--- src/rtl/clksw_pkg.sv ---
package clksw_pkg;
  localparam logic [1:0] PRI_SUB   = 2'd0;
  localparam logic [1:0] PRI_PLL   = 2'd1;
  localparam logic [1:0] PRI_DROOP = 2'd2;
  localparam logic [1:0] PRI_ALT   = 2'd3;
  localparam logic [1:0] SEC_XO    = 2'd0;
  localparam logic [1:0] SEC_DIV2  = 2'd1;

  typedef enum logic [2:0] {
    ST_IDLE, ST_PARK, ST_PROG, ST_WAIT, ST_RESEL, ST_DONE
  } seq_state_e;
endpackage

--- src/rtl/clksw_regs.sv ---
module clksw_regs
  import clksw_pkg::*;
#(
  parameter int ADDR_W = 12,
  parameter int DATA_W = 32,
  parameter logic [ADDR_W-1:0] MUX_ADDR = 'h40
) (
  input  logic              clk_i,
  input  logic              rst_ni,
  input  logic              sw_req_i,
  input  logic              sw_we_i,
  input  logic [ADDR_W-1:0] sw_addr_i,
  input  logic [DATA_W-1:0] sw_wdata_i,
  input  logic [3:0]        sw_wmask_i,
  output logic [DATA_W-1:0] sw_rdata_o,
  input  logic              hw_pri_we_i,
  input  logic [1:0]        hw_pri_i,
  input  logic              hw_sec_we_i,
  input  logic [1:0]        hw_sec_i,
  output logic [1:0]        pri_o,
  output logic [1:0]        sec_o
);
  logic       hit, sw_wr;
  logic [1:0] pri_q, sec_q, pri_sw, sec_sw;

  assign hit    = (sw_addr_i == MUX_ADDR);
  assign sw_wr  = sw_req_i && sw_we_i && hit;
  assign pri_sw = (pri_q & ~sw_wmask_i[1:0]) | (sw_wdata_i[1:0] & sw_wmask_i[1:0]);
  assign sec_sw = (sec_q & ~sw_wmask_i[3:2]) | (sw_wdata_i[3:2] & sw_wmask_i[3:2]);

  // sequencer updates win over software per field
  always_ff @(posedge clk_i or negedge rst_ni) begin
    if (!rst_ni) begin
      pri_q <= PRI_ALT;
      sec_q <= SEC_XO;
    end else begin
      if (hw_pri_we_i)  pri_q <= hw_pri_i;
      else if (sw_wr)   pri_q <= pri_sw;
      if (hw_sec_we_i)  sec_q <= hw_sec_i;
      else if (sw_wr)   sec_q <= sec_sw;
    end
  end

  assign sw_rdata_o = hit ? {{(DATA_W-4){1'b0}}, sec_q, pri_q} : '0;
  assign pri_o = pri_q;
  assign sec_o = sec_q;

  a_r3_unmasked_pri_kept: assert property (@(posedge clk_i) disable iff (!rst_ni)
    (sw_wr && !hw_pri_we_i && sw_wmask_i[1:0] == 2'b00) |=> $stable(pri_q));
endmodule

--- src/rtl/clksw_rate_dec.sv ---
module clksw_rate_dec #(
  parameter int RATE_W   = 32,
  parameter int MIN_KHZ  = 300000,
  parameter int DIV2_KHZ = 600000
) (
  input  logic [RATE_W-1:0] rate_i,
  output logic              reject_o,
  output logic              low_o,
  output logic [RATE_W-1:0] pll_khz_o
);
  localparam logic [RATE_W-1:0] MIN_L  = RATE_W'(MIN_KHZ);
  localparam logic [RATE_W-1:0] DIV2_L = RATE_W'(DIV2_KHZ);

  assign reject_o  = rate_i < MIN_L;
  assign low_o     = rate_i < DIV2_L;
  assign pll_khz_o = low_o ? {rate_i[RATE_W-2:0], 1'b0} : rate_i;
endmodule

--- src/rtl/clksw_fsm.sv ---
module clksw_fsm
  import clksw_pkg::*;
#(
  parameter int RATE_W = 32,
  parameter int TO_W   = 16
) (
  input  logic              clk_i,
  input  logic              rst_ni,
  input  logic              req_i,
  input  logic              reject_i,
  input  logic              low_i,
  input  logic [RATE_W-1:0] pll_khz_i,
  input  logic              lock_i,
  input  logic [TO_W-1:0]   timeout_i,
  output logic              ack_o,
  output logic              err_o,
  output logic              prog_o,
  output logic [RATE_W-1:0] pll_khz_o,
  output logic              lock_err_o,
  output logic              hw_pri_we_o,
  output logic [1:0]        hw_pri_o,
  output logic              hw_sec_we_o,
  output logic [1:0]        hw_sec_o
);
  seq_state_e        state_q;
  logic [TO_W-1:0]   cnt_q;
  logic [TO_W:0]     cnt_nx;
  logic              low_q, lock_err_q;
  logic [RATE_W-1:0] pll_q;

  assign ack_o  = (state_q == ST_IDLE) && req_i && !reject_i;
  assign err_o  = (state_q == ST_IDLE) && req_i && reject_i;
  assign cnt_nx = {1'b0, cnt_q} + 1'b1;

  always_ff @(posedge clk_i or negedge rst_ni) begin
    if (!rst_ni) begin
      state_q    <= ST_IDLE;
      cnt_q      <= '0;
      low_q      <= 1'b0;
      pll_q      <= '0;
      lock_err_q <= 1'b0;
    end else begin
      unique case (state_q)
        ST_IDLE: if (ack_o) begin
          state_q    <= ST_PARK;
          low_q      <= low_i;
          pll_q      <= pll_khz_i;
          lock_err_q <= 1'b0;
        end
        ST_PARK: state_q <= ST_PROG;
        ST_PROG: begin
          state_q <= ST_WAIT;
          cnt_q   <= '0;
        end
        ST_WAIT: begin
          if (lock_i) state_q <= ST_RESEL;
          else if (cnt_nx >= {1'b0, timeout_i}) begin
            lock_err_q <= 1'b1;
            state_q    <= ST_IDLE;
          end else cnt_q <= cnt_nx[TO_W-1:0];
        end
        ST_RESEL: state_q <= ST_DONE;
        ST_DONE:  state_q <= ST_IDLE;
        default:  state_q <= ST_IDLE;
      endcase
    end
  end

  assign prog_o      = (state_q == ST_PROG);
  assign hw_pri_we_o = (state_q == ST_PARK) || (state_q == ST_RESEL);
  assign hw_pri_o    = (state_q == ST_PARK) ? PRI_ALT : (low_q ? PRI_SUB : PRI_DROOP);
  assign hw_sec_we_o = (state_q == ST_RESEL) && low_q;
  assign hw_sec_o    = SEC_DIV2;
  assign pll_khz_o   = pll_q;
  assign lock_err_o  = lock_err_q;

  a_r4_strobe_single: assert property (@(posedge clk_i) disable iff (!rst_ni)
    prog_o |=> !prog_o);
  a_r9_target_held: assert property (@(posedge clk_i) disable iff (!rst_ni)
    (state_q != ST_IDLE) |=> $stable(pll_khz_o));
endmodule

--- src/rtl/clksw_seq_top.sv ---
module clksw_seq_top
  import clksw_pkg::*;
#(
  parameter int ADDR_W   = 12,
  parameter int DATA_W   = 32,
  parameter int RATE_W   = 32,
  parameter int TO_W     = 16,
  parameter int MIN_KHZ  = 300000,
  parameter int DIV2_KHZ = 600000,
  parameter logic [ADDR_W-1:0] MUX_ADDR = 'h40
) (
  input  logic              clk_i,
  input  logic              rst_ni,
  input  logic              reg_req_i,
  input  logic              reg_we_i,
  input  logic [ADDR_W-1:0] reg_addr_i,
  input  logic [DATA_W-1:0] reg_wdata_i,
  input  logic [3:0]        reg_wmask_i,
  output logic [DATA_W-1:0] reg_rdata_o,
  input  logic              rate_req_i,
  input  logic [RATE_W-1:0] rate_khz_i,
  output logic              rate_ack_o,
  output logic              rate_err_o,
  input  logic              pll_lock_i,
  input  logic [TO_W-1:0]   timeout_i,
  output logic              pll_prog_o,
  output logic [RATE_W-1:0] pll_khz_o,
  output logic              lock_err_o,
  output logic [1:0]        pri_sel_o,
  output logic [1:0]        sec_sel_o
);
  logic              reject, low;
  logic [RATE_W-1:0] dec_khz;
  logic              pri_we, sec_we;
  logic [1:0]        pri_d, sec_d;

  clksw_rate_dec #(.RATE_W(RATE_W), .MIN_KHZ(MIN_KHZ), .DIV2_KHZ(DIV2_KHZ)) u_dec (
    .rate_i(rate_khz_i), .reject_o(reject), .low_o(low), .pll_khz_o(dec_khz));

  clksw_fsm #(.RATE_W(RATE_W), .TO_W(TO_W)) u_fsm (
    .clk_i, .rst_ni, .req_i(rate_req_i), .reject_i(reject), .low_i(low),
    .pll_khz_i(dec_khz), .lock_i(pll_lock_i), .timeout_i,
    .ack_o(rate_ack_o), .err_o(rate_err_o), .prog_o(pll_prog_o),
    .pll_khz_o, .lock_err_o,
    .hw_pri_we_o(pri_we), .hw_pri_o(pri_d), .hw_sec_we_o(sec_we), .hw_sec_o(sec_d));

  clksw_regs #(.ADDR_W(ADDR_W), .DATA_W(DATA_W), .MUX_ADDR(MUX_ADDR)) u_regs (
    .clk_i, .rst_ni, .sw_req_i(reg_req_i), .sw_we_i(reg_we_i), .sw_addr_i(reg_addr_i),
    .sw_wdata_i(reg_wdata_i), .sw_wmask_i(reg_wmask_i), .sw_rdata_o(reg_rdata_o),
    .hw_pri_we_i(pri_we), .hw_pri_i(pri_d), .hw_sec_we_i(sec_we), .hw_sec_i(sec_d),
    .pri_o(pri_sel_o), .sec_o(sec_sel_o));

  a_r4_parked_at_strobe: assert property (@(posedge clk_i) disable iff (!rst_ni)
    pll_prog_o |-> pri_sel_o == PRI_ALT);
  a_r5_reject_keeps_sel: assert property (@(posedge clk_i) disable iff (!rst_ni)
    (rate_err_o && !(reg_req_i && reg_we_i)) |=> ($stable(pri_sel_o) && $stable(sec_sel_o)));
  a_r8_timeout_parked: assert property (@(posedge clk_i) disable iff (!rst_ni)
    $rose(lock_err_o) |-> pri_sel_o == PRI_ALT);
endmodule

--- config.mk ---
export PLATFORM = sky130hd
export DESIGN_NAME = clksw_seq_top
export DESIGN_NICKNAME = d
export VERILOG_FILES = /design/src/rtl/clksw_pkg.sv /design/src/rtl/clksw_regs.sv /design/src/rtl/clksw_rate_dec.sv /design/src/rtl/clksw_fsm.sv /design/src/rtl/clksw_seq_top.sv
export SDC_FILE = /design/constraint.sdc
export NUM_CORES = 1
export LEC_CHECK = 0
export BUFFER_PORTS_ARGS = -buffer_cell sky130_fd_sc_hd__buf_4
export CAP_MARGIN = 20
export CORE_ASPECT_RATIO = 0.6
export CORE_UTILIZATION = 42
export DETAILED_ROUTE_END_ITERATION = 12
export PLACE_DENSITY = 0.86
export SYNTH_ARGS = -nofsm -noshare
export SYNTH_HDL_FRONTEND = slang
export SYNTH_SLANG_ARGS = --single-unit
--- constraint.sdc ---
create_clock -name clk_i -period 3.2 [get_ports clk_i]
set_input_delay 0.16 -clock clk_i [delete_from_list [all_inputs] [get_ports clk_i]]
set_output_delay 0.16 -clock clk_i [all_outputs]
set_load 0.05 [all_outputs]
* After elaboration in Yosys (flattened, before gate mapping) *
Index checks and enable logic that the tools add are counted.

word-level totals
  input bits = 102
  bits in latches = 0
  logic and storage cells = 65
  output and inout port bits = 72
  bits in writable memories = 0
  bits in read-only memories = 0
  bits in registers = 57
  memories kept = 0

operators by class
  bitwise operators = 8
  div/mod/pow operators = 0
  reduce and logical (&&, ||, !) cells = 17
  shift-type cells = 0
  equality and inequality tests = 10
  multiply operators = 0
  muxes and demuxes = 19
  magnitude comparators = 3
  $add $sub $neg = 1

operator list
  cell                   number
  $lt 32x19->1 const B   1
  $lt 32x20->1 const B   1
  $mux 16                2
  $mux 32                1
  $pmux 16 s2            1
  $add 16x1->17 const B  1
  $ge 17x16->1           1
  $pmux 3 s5             1
  $eq 12x7->1 const B    1
  $mux 2                 6
  $mux 3                 3
  $and 2x2->2            4
  $reduce_bool 2->1      4
  $eq 3x2->1 const B     2
  $logic_and 1x1->1      6
  $ne 2x2->1 const B     3
  $mux 4                 1
  $not 2->2              2
  $or 2x2->2             2
  $reduce_and 2->1       2
  $reduce_and 4->1       1
  $eq 3x1->1 const B     1
  $eq 3x3->1 const B     1
  $logic_not 3->1        1
  7 further kinds        9

* Longest topological paths before layout *
Gate-level depths: netlist (run 1).

  word-level depth = 5
  depth in mapped cells = 14
  depth with buffers taken out = 13

* Hierarchy *
Synthesis (run 1) repeated with hierarchy kept, for this count alone.

unflattened totals
  cell total of the unflattened synthesis = 392
  area total of the unflattened synthesis = 3,937.5 um2

modules (own cells, without submodules)
  module          area each (um2)  times used  cells an instance
  clksw_fsm       2,891.5          1           265
  clksw_regs      575.6            1           68
  clksw_rate_dec  470.5            1           59

* Least setup slack after synthesis (run 1) *
Ideal clock, no wire load.

  kind = flip-flop to flip-flop
  from = register u_fsm.cnt_q[0]
  to = register u_fsm.cnt_q[10]
  stages on the path, launching flop included = 15
  required time = 3,075 ps
  data arrival time = 3,225 ps
  path buffers = 1
  library setup time = 125 ps
  setup slack = -150 ps
  path through = dfrtp_1 > ha_1 > nand4_1 > nor2_1 > and4_1 > xor2_1 > ha_1 > and4_1 > and3_1 > nand4_1 > o211ai_2 > a2111oi_4 > or2_4 > buf_6 > mux2_4

on the way
  longest elaborated chain between the ends = 4
  elaborated cells on any way between the ends = 7
  those cells by class = 1 x add/sub; 1 x order compare; 1 x eq/ne; 3 x mux; 1 x reduce/logical

ends and longest elaborated chain
  what                                                       line             text
  from (decl)                                                clksw_fsm.sv:26  logic [TO_W-1:0] cnt_q;
  from (signal assigned)                                     clksw_fsm.sv:60  end else cnt_q <= cnt_nx[TO_W-1:0];
  $add 16x1->17 *                                            clksw_fsm.sv:33  assign cnt_nx = {1'b0, cnt_q} + 1'b1;
  $ge 17x16->1 or $mux 16 (tied branches)                    clksw_fsm.sv:57  else if (cnt_nx >= {1'b0, timeout_i}) begin
  $ne 2x2->1 (no line) or $mux 16 (tied branches)            --
  $reduce_and 3->1 (no line) or $pmux 16 s2 (tied branches)  --

Every way passes the cells marked *; elsewhere a longest branch is shown, timed or not. The select of a mux whose other input is x is not followed.
A chain may end at the register's enable or synchronous reset.

* Worst setup path in the final report (run 1) *
  from = register u_fsm.cnt_q[4]
  to = register u_fsm.cnt_q[4]

The elaborated chain is that of the path after synthesis.

==> reports/qor.csv, run 1 <==
metric,value,unit
status,"complete, but fails checks",
violations,negative setup slack,
muxShareOfSynthArea,11.9,%
mappedNetlistArea,3600,um^2
max_stage_delay,460,ps
fmax,300,MHz
grt_max_degree,58,
setup_viol,11,
drt_iter0_markers,136,
arrival,3530,ps
htree_num_levels,3,
p_leak,2.73,nW
fin_ws,-131,ps
clock_latency,320,ps
worstSetupPathType,flip-flop to flip-flop,
rr_endpoint,u_fsm.cnt_q[4],
fillers,656,
yosys.cell_types.count,54,
rr_worst_depth,11,
row_count,25,
syn-instance-count,375,
antenna_left,0,
slew_headroom,51.8,%
cts_root_buf,clkbuf_16,
place_congestion,0.846,
grt.overflow.total,0,
drc_errors,0,
cts_tree,built,
ir_worst_vdd,700,uV
finalHoldViolCount,0,
worstHoldPathType,primary input to flip-flop,
hold-path-cell-count,2,
antenna_cells,0,
cts_buffers,9,
cp_cell_sequence,and3_1 > nand3_2 > nor3_2 > xnor2_2 > ha_1 > a21oi_1 > nand2_1 > a221o_1 > a2111oi_4 > or2_4 > mux2_2,
ys_async_sr_fraction,100,%
min_to,u_fsm.lock_err_o,
ys_seq_area_share,39.7,%
path_clk_slew,50,ps
io_pins,174,
ys.flop_type,dfrtp_1,
die_h,73.7,um
viasPerCell,5.09,
start_kind,flip-flop,
finalCriticalPeriod,3330,ps
die_x,121,um
end_kind,flip-flop,
synth_xor_xnor_area_share,3.65,%
worstMarginPinSlew,723,ps
grt_pass1_wl,14.9,mm
track_usage,21.9,%
fin_area,5050,um^2
synth_edf_count,0,
area_growth,40.4,%
ys_seq_elements,57,
slew_violations,0,
wire_per_inst,14.8,um
grt_pass1_vias,3159,
via_count,3210,
regToRegSetupSlack,-130,ps
synth_compound_area_share,12.2,%
r2r_start,u_fsm.cnt_q[4],
min_from,pll_lock_i,
drt_wl_total,9.36,mm
drive_above_1_share,38.0,%
synthSimpleGateAreaFrac,16.5,%
worstPathRequired,3400,ps
pre_cts_ws,-139,ps
slowest_stage,a2111oi_4,
placed_area,4610,um^2
period_share,104,%
critPathMaxFanout,5,
drv_cap,0,
avgSynthCellArea,9.59,um^2
rsz0062_at_grt,true,
dr.pass1.iters,4,
antenna_found_initial,0,
fin_nets,637,
cts_num_sinks,57,
power_density,836,nW/um^2
initial_core_util,44.6,%
finClkSkew,7.47,ps
clockBufferDepth,2,
post-route-util,62.6,%
synthAdderAreaFrac,5.92,%
die-area,8950,um^2
post-dp-hpwl,6.95,mm
yosys_warnings,0,
io_buffers,117,
core,8070,um^2
synth_top_family_by_area,simple AND/OR/NAND/NOR gates,
[critical path: cells and delay by family (launching register included)]
family / cells / cell delay [ps]
multiplexers: 1 / 340
XOR/XNOR: 1 / 170
AND/OR/NAND/NOR: 5 / 920
flip-flops: 1 / 370
adder cells (fa/ha/maj): 1 / 300
AO/OA/AOI/OAI: 3 / 1110
[cells in the final DEF, fill, tap and decap left out, drive strengths merged, types with 2 or more instances in the layout]
| master | count |
|---|---|
| a211oi | 4 |
| a21o | 3 |
| a21oi | 3 |
| a31oi | 3 |
| a41o | 3 |
| and2 | 5 |
| and3 | 6 |
| and4 | 2 |
| buf | 145 |
| clkbuf | 14 |
| conb | 28 |
| dfrtp | 55 |
| dfstp | 2 |
| ha | 17 |
| inv | 22 |
| mux2 | 17 |
| mux2i | 22 |
| nand2 | 46 |
| nand3 | 12 |
| nand4 | 8 |
| nor2 | 12 |
| nor2b | 7 |
| nor3 | 4 |
| nor3b | 2 |
| nor4 | 5 |
| o211ai | 3 |
| o21ai | 37 |
| or2 | 3 |
| xnor2 | 8 |
| xor2 | 7 |
[power by group]
part | internal (mW) | leakage, nW | switching [mW] | total [mW]
sequential | 0.970 | 0.721 | 0.181 | 1.15
clock | 0.664 | 0.153 | 0.306 | 0.970
combinational | 0.698 | 1.85 | 1.40 | 2.10
total | 2.33 | 2.73 | 1.89 | 4.22
[layer usage]
metal | part of all wire [%] | GRT usage (%) | wire [um] | vias to the layer above
met2 | 48 | 36.6 | 4540 | 111
met4 | 1.4 | 6.86 | 129 | 0
met1 | 44 | 28.2 | 4150 | 1537
met5 | 0 | 0 | 0 | -
li1 | - | - | - | 1549
met3 | 5.8 | 5.20 | 541 | 13
[Yosys cell counts (2+ instances only)]
master / n / area share, %
a211oi_1: 3 / 0.63
a21o_1: 3 / 0.63
a21oi_1: 3 / 0.42
a31oi_1: 3 / 0.52
a41o_1: 3 / 0.84
and2_1: 5 / 0.87
and3_1: 6 / 1.0
and4_1: 2 / 0.49
buf_1: 2 / 0.21
buf_2: 3 / 0.42
buf_4: 29 / 6.1
clkbuf_1: 7 / 0.73
dfrtp_1: 55 / 38
dfstp_2: 2 / 1.5
ha_1: 17 / 5.9
inv_1: 22 / 2.3
mux2_2: 13 / 4.1
mux2_4: 4 / 1.7
mux2i_1: 22 / 6.1
nand2_1: 45 / 4.7
nand3_1: 12 / 1.7
nand4_1: 8 / 1.4
nor2_1: 11 / 1.1
nor2b_1: 7 / 1.2
nor3_1: 4 / 0.56
nor3b_1: 2 / 0.42
nor4_1: 5 / 0.87
o211ai_1: 2 / 0.42
o21ai_0: 37 / 5.1
xnor2_1: 8 / 1.9
xor2_1: 7 / 1.7
[kinds of logic (layout without fill, tap and decap cells)]
| group | after synthesis | after routing |
|---|---|---|
| multiplexers | 39 | 39 |
| XOR/XNOR | 15 | 15 |
| flip-flops | 57 | 57 |
| adder cells (fa/ha/maj) | 17 | 17 |
| buffers and inverters | 64 | 184 |
| other | 1 | 28 |
| AND/OR/NAND/NOR | 116 | 117 |
| AO/OA/AOI/OAI | 66 | 66 |
[timing repair]
action / in CTS / in global routing
setup endpoints to repair: 11 / 18
gates cloned: 1 / 0
pin swaps: 7 / 9
resized for setup: 4 / 6
hold endpoints to repair: 55 / 0
buffers inserted: 4 / 4
hold buffers: 1 / 0
[state kept, by name, summed over array words and instances, names as in the netlist, named ones only]
register / count
u_fsm.lock_err_o: 1
u_fsm.state_q: 3
u_fsm.pll_khz_o: 32
u_fsm.low_q: 1
u_regs.sec_o: 2
u_fsm.cnt_q: 16
[stage by stage]
step,power [mW],cells,setup TNS [ps],hold WS [ps]
2_1_floorplan,2.59,402,0,-136
3_3_place_gp,3.16,605,-26.8,264
3_5_place_dp,3.21,605,-822,271
4_1_cts,4.23,627,0,66.1
5_1_grt,4.43,631,-3870,76.3
6_report,4.22,631,-1150,74.2
[area by class of cell]
type	instances	area, um^2	share of cell area (%)
clock inverters	2	35.0	0.694
clock buffers	14	274	5.43
inverters	22	82.6	1.64
repair buffers	146	1110	22.1
well taps	108	135	2.68
flip-flops and latches	57	1430	28.3
multi-input cells	282	1980	39.2
[how the worst max path moves through the flow]
stage	startpoint	to
2_1_floorplan	u_fsm.cnt_q[1]	u_fsm.cnt_q[10]
3_3_place_gp	u_fsm.cnt_q[4]	u_fsm.cnt_q[4]
3_5_place_dp	u_fsm.cnt_q[0]	u_fsm.cnt_q[4]
4_1_cts	u_fsm.cnt_q[4]	u_fsm.cnt_q[4]
5_1_grt	u_fsm.cnt_q[4]	u_fsm.cnt_q[3]
6_report	u_fsm.cnt_q[4]	u_fsm.cnt_q[4]
No activity file was read; power rests on OpenSTA's default activity.
==> run 2: changes to the inputs <==
--- a/config.mk
+++ b/config.mk
@@ -9,6 +9,7 @@
 export CAP_MARGIN = 20
 export CORE_ASPECT_RATIO = 0.6
 export CORE_UTILIZATION = 42
+export CTS_BUF_LIST = sky130_fd_sc_hd__clkbuf_8 sky130_fd_sc_hd__clkbuf_16
 export DETAILED_ROUTE_END_ITERATION = 12
 export PLACE_DENSITY = 0.86
 export SYNTH_ARGS = -nofsm -noshare
==> run 2 against run 1 <==
The flow still finishes with violations (negative setup slack); critical endpoint unchanged; clock skew is essentially flat; wire length is the same; critical path type unchanged; utilization is the same; power shrank 0.16%; register-to-register slack is essentially flat; first-iteration DRC count is the same; via count grew 0.25%; worst hold slack gained 0.88 ps; maximum frequency is essentially flat; die area is the same.
==> reports/qor.csv, run 2 (synthesis results as in run 1) <==
metric,value,unit
fmax,300,MHz
drt_iter0_markers,136,
wire_per_inst,14.8,um
period_share,104,%
p_leak,2.73,nW
fin_setup_tns,-1120,ps
viasPerCell,5.10,
post-dp-hpwl,6.95,mm
final_cell_mix,"buf_4 (143), dfrtp_1 (54), nand2_1 (45)",
slew_headroom,51.8,%
grt_pass1_wl,14.9,mm
largest_reg_flops,32,
final-instance-count-excl-fill,631,
path_clk_slew,50,ps
place_congestion,0.846,
placed_area,4610,um^2
row_count,25,
via_count,3218,
fin_nets,637,
layout_commonest_cell,buf_4,
multiInputGateArea,1980,um^2
power_density,835,nW/um^2
die_h,73.7,um
ir_worst_vdd,700,uV
final-seq-area,1430,um^2
finalHoldViolCount,0,
dr.pass1.iters,4,
die_x,121,um
antenna_left,0,
worstHoldPathType,primary input to flip-flop,
htree_num_levels,3,
grt.overflow.total,0,
critPathMaxFanout,5,
initial_core_util,44.6,%
worstSetupPathType,flip-flop to flip-flop,
finalCriticalPeriod,3330,ps
clock_latency,320,ps
place_inst,605,
cts_tree,built,
hold-path-cell-count,2,
fin_area,5050,um^2
antenna_cells,0,
cts_root_buf,clkbuf_16,
hold_ws,75.0,ps
setup_viol,11,
start_kind,flip-flop,
antenna_found_initial,0,
cts_num_sinks,57,
worstMarginPinSlew,723,ps
fillers,656,
post-route-util,62.6,%
grt_max_degree,58,
drive_above_1_share,38.0,%
pre_cts_ws,-139,ps
track_usage,21.9,%
drc_errors,0,
io_pins,174,
drt_wl_total,9.36,mm
finClkSkew,7.47,ps
grt_pass1_vias,3159,
end_kind,flip-flop,
worstPathRequired,3400,ps
drv_cap,0,
rr_worst_depth,11,
cts_buffers,9,
io_buffers,117,
rsz0062_at_grt,true,
fin_ws,-128,ps
violations,negative setup slack,
die-area,8950,um^2
core,8070,um^2
arrival,3520,ps
power.total,4.21,mW
clockBufferDepth,2,
slew_violations,0,
status,"complete, but fails checks",
area_growth,40.4,%
==> run 2: changes by cell type in the layout (fill, tap and decap cells not counted), sizes merged <==
| cell | delta |
|---|---|
| clkbuf | -2 |
| inv | +2 |
==> run 2: worst max-delay path: stages, from the launching register on <==
cell	delay, ps
dfrtp_1	380
and3_1	240
nand3_2	140
nor3_2	210
xnor2_2	170
ha_1	300
a21oi_1	210
nand2_1	70
a221o_1	440
a2111oi_4	450
or2_4	250
mux2_2	340
==> run 2: worst paths after layout <==
check	start	to	slack, ps
worst max-delay path	u_fsm.cnt_q[4]	u_fsm.cnt_q[4]	-130
worst min-delay path	pll_lock_i	u_fsm.lock_err_o	80
worst max register to register	u_fsm.cnt_q[4]	u_fsm.cnt_q[4]	-130
worst min register to register	u_fsm.pll_khz_o[0]	u_fsm.pll_khz_o[0]	480
max in group asynchronous	rst_ni	u_fsm.cnt_q[0]	2230
min in group asynchronous	rst_ni	u_fsm.pll_khz_o[22]	450
==> run 2: power by group <==
part	switching, mW	total [mW]	internal (mW)	leakage, nW
Sequential	0.181	1.15	0.970	0.721
Clock	0.306	0.964	0.658	0.161
Combinational	1.40	2.10	0.698	1.85
Total	1.89	4.21	2.33	2.73
==> run 2: cell type report <==
type,count,share of cell area [%]
Multi-Input combinational cell,282,39.2
Sequential cell,57,28.3
Timing Repair Buffer,146,22.1
Clock buffer,12,5.28
Tap cell,108,2.68
Inverter,22,1.64
Clock inverter,4,0.842
==> run 2: repair_timing <==
action                                 CTS  global route
hold buffers                             1             0
cloned                                   1             0
endpoints found under the hold margin   55             0
buffers inserted                         4             4
pin swaps                                7             9
gates resized for setup                  4             6
setup endpoints to repair               11            18
==> run 2: layer usage <==
metal / GRT usage [%] / routed length (um) / up-vias
met5: 0 / 0 / -
met4: 6.86 / 135 / 0
met3: 5.20 / 558 / 15
met2: 36.6 / 4520 / 117
met1: 28.2 / 4140 / 1536
li1: - / - / 1550
==> run 3: changes to the inputs <==
--- a/config.mk
+++ b/config.mk
@@ -7,8 +7,10 @@
 export LEC_CHECK = 0
 export BUFFER_PORTS_ARGS = -buffer_cell sky130_fd_sc_hd__buf_4
 export CAP_MARGIN = 20
+export CELL_PAD_IN_SITES_DETAIL_PLACEMENT = 1
+export CELL_PAD_IN_SITES_GLOBAL_PLACEMENT = 2
 export CORE_ASPECT_RATIO = 0.6
-export CORE_UTILIZATION = 42
+export CORE_UTILIZATION = 24
 export CTS_BUF_LIST = sky130_fd_sc_hd__clkbuf_8 sky130_fd_sc_hd__clkbuf_16
 export DETAILED_ROUTE_END_ITERATION = 12
 export PLACE_DENSITY = 0.86
==> run 3 against run 2 <==
The run still ends with negative setup slack left; die area increased by 73%; final area is 6.3% higher; maximum frequency decreased by 0.44%; sequential power about the same; utilization fell by 26 points; power increased by 2.6%; critical endpoint is now u_fsm.cnt_q[10].
==> reports/qor.csv, run 3 (synthesis results as in run 1) <==
metric,value,unit
placed_area,4790,um^2
fin_nets,657,
drt_iter0_markers,109,
cts_num_sinks,57,
ir_worst_vdd,438,uV
finClkSkew,5.22,ps
finalHoldViolCount,0,
fin_area,5370,um^2
fin_setup_tns,-1300,ps
fmax,299,MHz
slew_headroom,47.2,%
cts_tree,built,
arrival,3550,ps
grt.overflow.total,0,
cts_buffers,9,
pre_cts_ws,-220,ps
worstHoldPathType,primary input to flip-flop,
fillers,1715,
finalCriticalPeriod,3340,ps
slew_violations,0,
drive_above_1_share,42.0,%
worstPathRequired,3410,ps
setup_viol,14,
via_count,3230,
post-route-util,36.9,%
drt_wl_total,11.3,mm
drv_cap,0,
r2r_start,u_fsm.cnt_q[0],
clockBufferDepth,2,
critPathMaxFanout,5,
htree_num_levels,3,
path_clk_slew,50,ps
io_buffers,117,
area_growth,49.3,%
fin_ws,-143,ps
die-area,15500,um^2
cts_root_buf,clkbuf_16,
die_x,160,um
viasPerCell,4.36,
initial_core_util,24.7,%
largest_reg_flops,32,
rsz0062_at_grt,true,
end_kind,flip-flop,
status,"complete, but fails checks",
grt_pass1_wl,18.0,mm
violations,negative setup slack,
critPathLaunch,u_fsm.cnt_q[0],
antenna_left,0,
worstSetupPathType,flip-flop to flip-flop,
die_h,96.8,um
worstMarginPinSlew,792,ps
dr.pass1.iters,4,
start_kind,flip-flop,
antenna_cells,0,
power.total,4.33,mW
power_density,806,nW/um^2
min_from,pll_lock_i,
clock_latency,330,ps
hold-path-cell-count,2,
p_leak,2.85,nW
antenna_found_initial,0,
io_pins,174,
final_cell_mix,"buf_4 (159), dfrtp_1 (54), nand2_1 (42)",
hold_ws,78.3,ps
drc_errors,0,
place_congestion,0.819,
place_inst,704,
track_usage,14.8,%
period_share,104,%
wire_per_inst,15.3,um
rr_worst_depth,11,
post-dp-hpwl,8.41,mm
final-instance-count-excl-fill,741,
grt_max_degree,58,
core,14500,um^2
grt_pass1_vias,3507,
layout_commonest_cell,buf_4,
row_count,34,
==> run 3: layer usage <==
layer	track usage [%]	vias to the layer above	part of all wire (%)
met3	4.03	11	5.2
met1	19.5	1535	48
met2	23.3	94	45
met4	4.76	0	1.2
li1	-	1590	-
met5	0	-	0
==> run 3: what timing repair did <==
action	4_1_cts	5_1_grt
buffers inserted	9	9
hold buffers	1	0
setup endpoints to repair	16	18
endpoints found under the hold margin	55	0
gates cloned	1	1
pin swaps	9	4
resized for setup	5	34
==> run 3: critical path, cell delays in order, from the launching register on <==
cell	delay, ps
dfrtp_2	400
ha_4	140
nand4_1	160
nor2_2	210
and4_1	250
xor2_2	200
ha_1	280
and4_1	170
a221o_1	420
a2111oi_4	400
or2_4	270
mux2_4	310
==> run 3: where the power goes <==
group	total (mW)	switching, mW	internal (mW)
combinational	2.25	1.47	0.779
sequential	1.16	0.192	0.970
clock	0.912	0.332	0.580
==> run 3: path summary, 6_finish.rpt <==
check                                       to  slack (ps)
min reg2reg                 u_fsm.pll_khz_o[7]         480
min                           u_fsm.lock_err_o          80
max reg2reg                    u_fsm.cnt_q[10]        -140
min in group asynchronous  u_fsm.pll_khz_o[22]         470
max                            u_fsm.cnt_q[10]        -140
max in group asynchronous       u_fsm.cnt_q[0]        2170
==> run 3: layout make-up <==
cell class              instances  area [um^2]  area share [%]
flip-flops and latches         57         1430            26.6
inverters                      22         82.6            1.54
clock inverters                 4         18.8           0.350
well taps                     198          248            4.62
multi-input cells             282         2040            38.0
repair buffers                166         1280            23.9
clock buffers                  12          267            4.97
